==> src/rtl/pattern_det_pkg.sv <==
package pattern_det_pkg;

  // State codes: the name gives the three-bit history the state stands for.
  typedef enum logic [2:0] {
    ST_X00   = 3'b000,
    ST_H001  = 3'b001,
    ST_X11   = 3'b010,
    ST_H010  = 3'b011,
    ST_SPR_A = 3'b100,
    ST_SPR_B = 3'b101,
    ST_H101  = 3'b110,
    ST_H110  = 3'b111
  } pdet_state_e;

  localparam pdet_state_e ST_INIT = ST_X00;

endpackage

==> src/rtl/pdet_reset_sync.sv <==
module pdet_reset_sync #(
  parameter int STAGES = 2
) (
  input  logic clk,
  input  logic rst_n,
  output logic rst_sync_n
);

  logic [STAGES-1:0] sr_q;

  generate
    if (STAGES == 1) begin : g_single
      always_ff @(posedge clk or negedge rst_n) begin
        if (!rst_n) sr_q <= '0;
        else        sr_q <= 1'b1;
      end
    end else begin : g_chain
      always_ff @(posedge clk or negedge rst_n) begin
        if (!rst_n) sr_q <= '0;
        else        sr_q <= {sr_q[STAGES-2:0], 1'b1};
      end
    end
  endgenerate

  assign rst_sync_n = sr_q[STAGES-1];

endmodule

==> src/rtl/pdet_next_state.sv <==
module pdet_next_state
  import pattern_det_pkg::*;
(
  input  pdet_state_e state,
  input  logic        x_in,
  output pdet_state_e state_nxt,
  output logic        hit
);

  always_comb begin
    state_nxt = ST_INIT;
    hit       = 1'b0;
    case (state)
      ST_X00:   state_nxt = x_in ? ST_H001 : ST_X00;
      ST_H001: begin
        state_nxt = x_in ? ST_X11 : ST_H010;
        hit       = x_in;
      end
      ST_H010:  state_nxt = x_in ? ST_H101 : ST_X00;
      ST_X11:   state_nxt = x_in ? ST_X11 : ST_H110;
      ST_H101:  state_nxt = x_in ? ST_X11 : ST_H010;
      ST_H110: begin
        state_nxt = x_in ? ST_H101 : ST_X00;
        hit       = !x_in;
      end
      ST_SPR_A: state_nxt = x_in ? ST_H001 : ST_X00;
      ST_SPR_B: state_nxt = x_in ? ST_X11 : ST_H010;
      default:  state_nxt = ST_INIT;
    endcase
  end

endmodule

==> src/rtl/pdet_warmup.sv <==
module pdet_warmup #(
  parameter int WIN_LEN = 4
) (
  input  logic clk,
  input  logic rst_n,
  output logic warm
);

  localparam int LIMIT = WIN_LEN - 1;
  localparam int CW    = (LIMIT < 2) ? 1 : $clog2(LIMIT + 1);

  logic [CW-1:0] cnt_q;
  logic [CW-1:0] cnt_d;
  logic          cnt_en;

  assign warm   = (cnt_q == CW'(LIMIT));
  assign cnt_en = !warm;
  assign cnt_d  = cnt_q + CW'(1);

  always_ff @(posedge clk or negedge rst_n) begin
    if (!rst_n)      cnt_q <= '0;
    else if (cnt_en) cnt_q <= cnt_d;
  end

endmodule

==> src/rtl/pattern_det.sv <==
module pattern_det
  import pattern_det_pkg::*;
#(
  parameter int SYNC_STAGES = 2,
  parameter int WIN_LEN     = 4
) (
  input  logic clk,
  input  logic rst_n,
  input  logic x_in,
  output logic z_out
);

  logic        rst_sync_n;
  pdet_state_e state_q;
  pdet_state_e state_d;
  logic        hit_raw;
  logic        warm;

  pdet_reset_sync #(.STAGES(SYNC_STAGES)) u_rsync (
    .clk        (clk),
    .rst_n      (rst_n),
    .rst_sync_n (rst_sync_n)
  );

  pdet_next_state u_nsl (
    .state     (state_q),
    .x_in      (x_in),
    .state_nxt (state_d),
    .hit       (hit_raw)
  );

  pdet_warmup #(.WIN_LEN(WIN_LEN)) u_warm (
    .clk   (clk),
    .rst_n (rst_sync_n),
    .warm  (warm)
  );

  always_ff @(posedge clk or negedge rst_sync_n) begin
    if (!rst_sync_n) state_q <= ST_INIT;
    else             state_q <= state_d;
  end

  assign z_out = hit_raw && warm;

endmodule

==> config.mk <==
export PLATFORM = sky130hd
export DESIGN_NAME = pattern_det
export DESIGN_NICKNAME = d
export VERILOG_FILES = /design/src/rtl/pattern_det_pkg.sv /design/src/rtl/pdet_reset_sync.sv /design/src/rtl/pdet_next_state.sv /design/src/rtl/pdet_warmup.sv /design/src/rtl/pattern_det.sv
export SDC_FILE = /design/constraint.sdc
export NUM_CORES = 1
export LEC_CHECK = 0
export BUFFER_PORTS_ARGS = -buffer_cell sky130_fd_sc_hd__buf_4
export CORE_AREA = 4 4 41 43
export CTS_CLUSTER_SIZE = 12
export DETAILED_ROUTE_END_ITERATION = 16
export DIE_AREA = 0 0 45 47
export GPL_ROUTABILITY_DRIVEN = 0
export PLACE_DENSITY = 0.42
export SYNTH_ARGS = -nofsm -noshare
export SYNTH_HDL_FRONTEND = slang
export SYNTH_SLANG_ARGS = --single-unit
==> constraint.sdc <==
create_clock -name clk -period 1.4 [get_ports clk]
set_input_delay 0.21 -clock clk [delete_from_list [all_inputs] [get_ports clk]]
set_output_delay 0.21 -clock clk [all_outputs]
set_load 0.02 [all_outputs]
After elaboration in Yosys (flattened, before gate mapping)
Index checks and enable logic that the tools add are counted.
- flip-flop bits (word level): 7
- bits of input ports: 3
- logic and storage cells: 24
- add/sub/neg operators: 1
- equality and inequality tests: 8
- mux-type cells: 6
- reductions and logical operators: 6
- operators with widths (kind ; count):
    3-bit equality test (second input constant) ; 4
    3-bit one-hot mux with 4 select lines ; 1
    3-bit by 2-bit equality test with 1-bit output (second input constant) ; 2
    3-bit two-way mux ; 2
    2-bit OR reduction ; 2
    3-bit by 1-bit equality test with 1-bit output (second input constant) ; 1
    3-bit logical NOT ; 1
    3-bit OR reduction ; 1
    2-bit by 1-bit adder with 2-bit output (second input constant) ; 1
    2-bit equality test (second input constant) ; 1
    1-bit two-way mux ; 2
    1-bit one-hot mux with 2 select lines ; 1
    1-bit logical AND ; 1
    1-bit logical NOT ; 1

Depth between registers and ports, before layout
- word-level depth: 3
- depth in mapped cells: 3
- mapped depth without buffers: 3

Cells and area by module
A second synthesis with hierarchy kept.
- cell total of the unflattened synthesis: 25
- area total of the unflattened synthesis: 311.5 um^2
- modules (own cells, without submodules) (module ; instances ; cells an instance ; area an instance (um^2)):
    pdet_warmup ; 1 ; 6 ; 98.8
    pattern_det ; 1 ; 4 ; 81.3
    pdet_next_state ; 1 ; 12 ; 77.6
    pdet_reset_sync ; 1 ; 3 ; 53.8

Worst setup path after synthesis
No wires, ideal clock.
- kind: flip-flop to output port
- from: reg state_q[1]
- to: out z_out
- data arrival time: 1149 ps
- required time: 1190 ps
- setup slack: 41 ps
- stages on the path, launching flop included: 3
- path through: dfrtp_1 > or3b_1 > a21oi_1
- longest elaborated chain between the ends: 3
- elaborated cells between the ends (all ways): 4
- ends and longest elaborated chain (item ; RTL line ; text):
    from (decl) ; pattern_det.sv:14 ; pdet_state_e state_q;
    from (signal assigned) ; pattern_det.sv:40 ; else state_q <= state_d;
    3-bit equality test or 3-bit by 1-bit equality test with 1-bit output (tied branches) ; pdet_next_state.sv:13 ; case (state)
    1-bit one-hot mux with 2 select lines (*) ; pdet_next_state.sv:13 ;
    1-bit logical AND (*) ; pattern_det.sv:43 ; assign z_out = hit_raw && warm;
    to (decl) ; pattern_det.sv:10 ; output logic z_out
Every way passes the cells marked *; elsewhere a longest branch is shown, timed or not.

Worst setup path after layout
- from: reg state_q[2]
- to: out z_out
Same word-level chain as after synthesis.

==> results.json <==
{
  "first_iter_violations": 0,
  "initial_core_util_pct": 22.31,
  "clock-sinks": 7,
  "failed_checks": "negative setup slack",
  "synth_area_um2": 290.3,
  "yosysWarnings": 0,
  "wl_met2_um": 247,
  "overflow": 0,
  "holdWs_ns": 0.06969,
  "regToRegStartpoint": "state_q[2]",
  "viasPerCell": 4.102,
  "crit_arrival_ns": 1.27,
  "path_clk_slew_ns": 0.06,
  "synth_nets": 28,
  "irDropWorstVdd_mv": 0.5387,
  "coreArea_um2": 1301,
  "fin_setup_tns_ns": -0.07733,
  "final_core_util_pct": 30.00,
  "synth_common_cells": "dfrtp_1 (7), a21oi_1 (2), nand2_1 (2)",
  "grt_pass1_vias": 232,
  "dpl.hpwl_um": 363.9,
  "cts-root-buf": "clkbuf_4",
  "hold_class": "reg2async",
  "setup_ws_ns": -0.07733,
  "synth_edf_count": 0,
  "htree_num_levels": 1,
  "fp.dieW_um": 45,
  "area_growth_pct": 34.48,
  "synth_top_area_share_pct": 60.34,
  "min_period_over_period_pct": 105.5,
  "async_reset_ff_share_pct": 100.0,
  "r2r_end": "state_q[2]",
  "synth-seq-cells": 7,
  "p_leak_nw": 0.1661,
  "slowest_delay_ns": 0.39,
  "synth.avg_cell_area_um2": 12.09,
  "path_cells": "or3b_1, a21oi_2, buf_6",
  "pre_cts_slack_ns": 0.1503,
  "drtAntennaViolNets": 0,
  "crit_type": "reg2out",
  "ys.flop_type": "dfrtp_1",
  "num_rows": 13,
  "cp-end-kind": "output port",
  "drive_gt1_share_pct": 29.41,
  "synth_cells": 24,
  "finalSetupViolations": 1,
  "layout.nets": 39,
  "synth_most_common_cell": "dfrtp_1",
  "dr.max_layer_used": "met4",
  "portBuffers": 3,
  "finalMaxSlewViolations": 0,
  "cp_data_required_time_ns": 1.19,
  "hold_viol_final": 0,
  "ioPinCount": 4,
  "die_area_um2": 2115,
  "max-cap-violations": 0,
  "final.min_clock_period_ns": 1.477,
  "numCtsBuffers": 3,
  "cts_tree": "done",
  "grt_pass1_wl_mm": 1.041,
  "antennaDiodeCount": 0,
  "max_freq_ghz": 0.6769,
  "met3WireLength_um": 31,
  "drt_wl_total_um": 498,
  "path_max_fanout": 2,
  "ys_types": 16,
  "die_y_um": 47,
  "rsz0062_at_grt": "yes",
  "reg2reg_depth": 3,
  "status": "finished, violations left",
  "cp_num_buf_inv": 1,
  "synth_top_area_cell": "dfrtp_1",
  "ff2ff_setup_slack_ns": 0.33,
  "clk_path_buf_depth": 2,
  "worstSkewPairLatency_ns": 0.25,
  "start_kind": "flip-flop",
  "p_per_area_nw_per_um2": 1702,
  "yosysSeqAreaShare_pct": 60.34,
  "routedWlPerCell_um": 10.16,
  "drtPass1Iterations": 1,
  "drc": 0,
  "grt_antenna_before_repair": 0,
  "met1_length_um": 212,
  "grt_max_degree": 8,
  "nFillCells": 156,
  "yosys-top-cells-area": "dfrtp_1 (60%), ha_1 (4.3%), mux2_2 (3.9%)",
  "crit_path_top_delay_cell": "or3b_1",
  "path_delay_family": "simple AND/OR/NAND/NOR gates",
  "grtUsageTotal_pct": 7.656,
  "vias": 201,
  "skew_ns": 0.007372
}
logic make-up (layout without fill, tap and decap cells):
family	after synthesis	after routing	synth area share [%]
buffers and inverters	0	10	0
DFF	7	7	60.35
xor gates and xnor gates	1	1	3.018
adders and majority gates	1	1	4.310
AOI/OAI and AO/OA	5	5	10.78
and+or+nand+nor	8	8	16.38
muxes	1	1	3.879
other	1	1	1.292
worst reg2reg max path: cells and delay by family (launching register included):
family	cells	cell delay, ns
AOI/OAI and AO/OA	1	0.15
buffers and inverters	1	0.13
DFF	1	0.37
and+or+nand+nor	1	0.34
report_power, final:
group,internal [mW],switching [mW]
Sequential,0.248,0.0375
Combinational,0.108,0.0887
Clock,0.109,0.0739
Total,0.464,0.200
state kept, by name, indices dropped and copies added (netlist names):
name / flops
state_q: 3
u_rsync.sr_q: 2
u_warm.cnt_q: 2
worst max path at each step:
stage	start	end	slack (ns)	depth (start not counted)
2_1_floorplan	state_q[1]	z_out	0.04	2
3_3_place_gp	state_q[1]	z_out	0.17	3
3_5_place_dp	state_q[1]	z_out	0.15	3
4_1_cts	state_q[2]	z_out	-0.1	3
5_1_grt	state_q[2]	z_out	-0.17	3
6_report	state_q[2]	z_out	-0.08	3
per-stage QoR:
| step | std cells | total power, mW | area (um2) |
|---|---|---|---|
| 4_1_cts | 49 | 0.6638 | 382.9 |
| 5_1_grt | 49 | 0.7297 | 390.4 |
| 3_3_place_gp | 43 | 0.4353 | 339.1 |
| 2_1_floorplan | 24 | 0.3834 | 290.3 |
| 6_report | 49 | 0.6644 | 390.4 |
| 3_5_place_dp | 43 | 0.4502 | 339.1 |
cell usage in the layout (no fill, tap or decap):
cell type      instances
nand3b_1               1
a21boi_1               1
or3_1                  1
xnor2_1                1
buf_6                  1
nor2b_1                1
or3b_1                 1
ha_1                   1
and2b_1                1
dfrtp_1                7
o31a_1                 1
a21oi_1                1
clkbuf_1               1
dlygate4sd3_1          1
buf_4                  4
nand2_1                2
clkbuf_4               3
o21ai_0                1
nor2_1                 1
mux2_2                 1
a21oi_2                1
conb_1                 1
what timing repair did:
action / 4_1_cts / 5_1_grt
setup endpoints to repair: 1 / 1
gates resized for setup: 0 / 2
hold endpoints to repair: 2 / 0
pin swaps: 2 / 0
hold buffers: 1 / 0
buffers inserted: 1 / 0
routing by layer:
| layer | vias up | GRT usage, % |
|---|---|---|
| met5 | - | 0 |
| met4 | 0 | 7.018 |
| met3 | 2 | 6.130 |
| met2 | 3 | 9.605 |
| met1 | 94 | 7.944 |
| li1 | 102 | - |
area by class of cell:
class | count | area, um2 | area share (%)
flip-flops and latches | 7 | 175.2 | 44.87
well taps | 15 | 18.77 | 4.808
clock buffers | 4 | 26.28 | 6.731
multi-input cells | 17 | 118.9 | 30.45
repair buffers | 6 | 51.30 | 13.14
(Power assumes the default switching activity.)
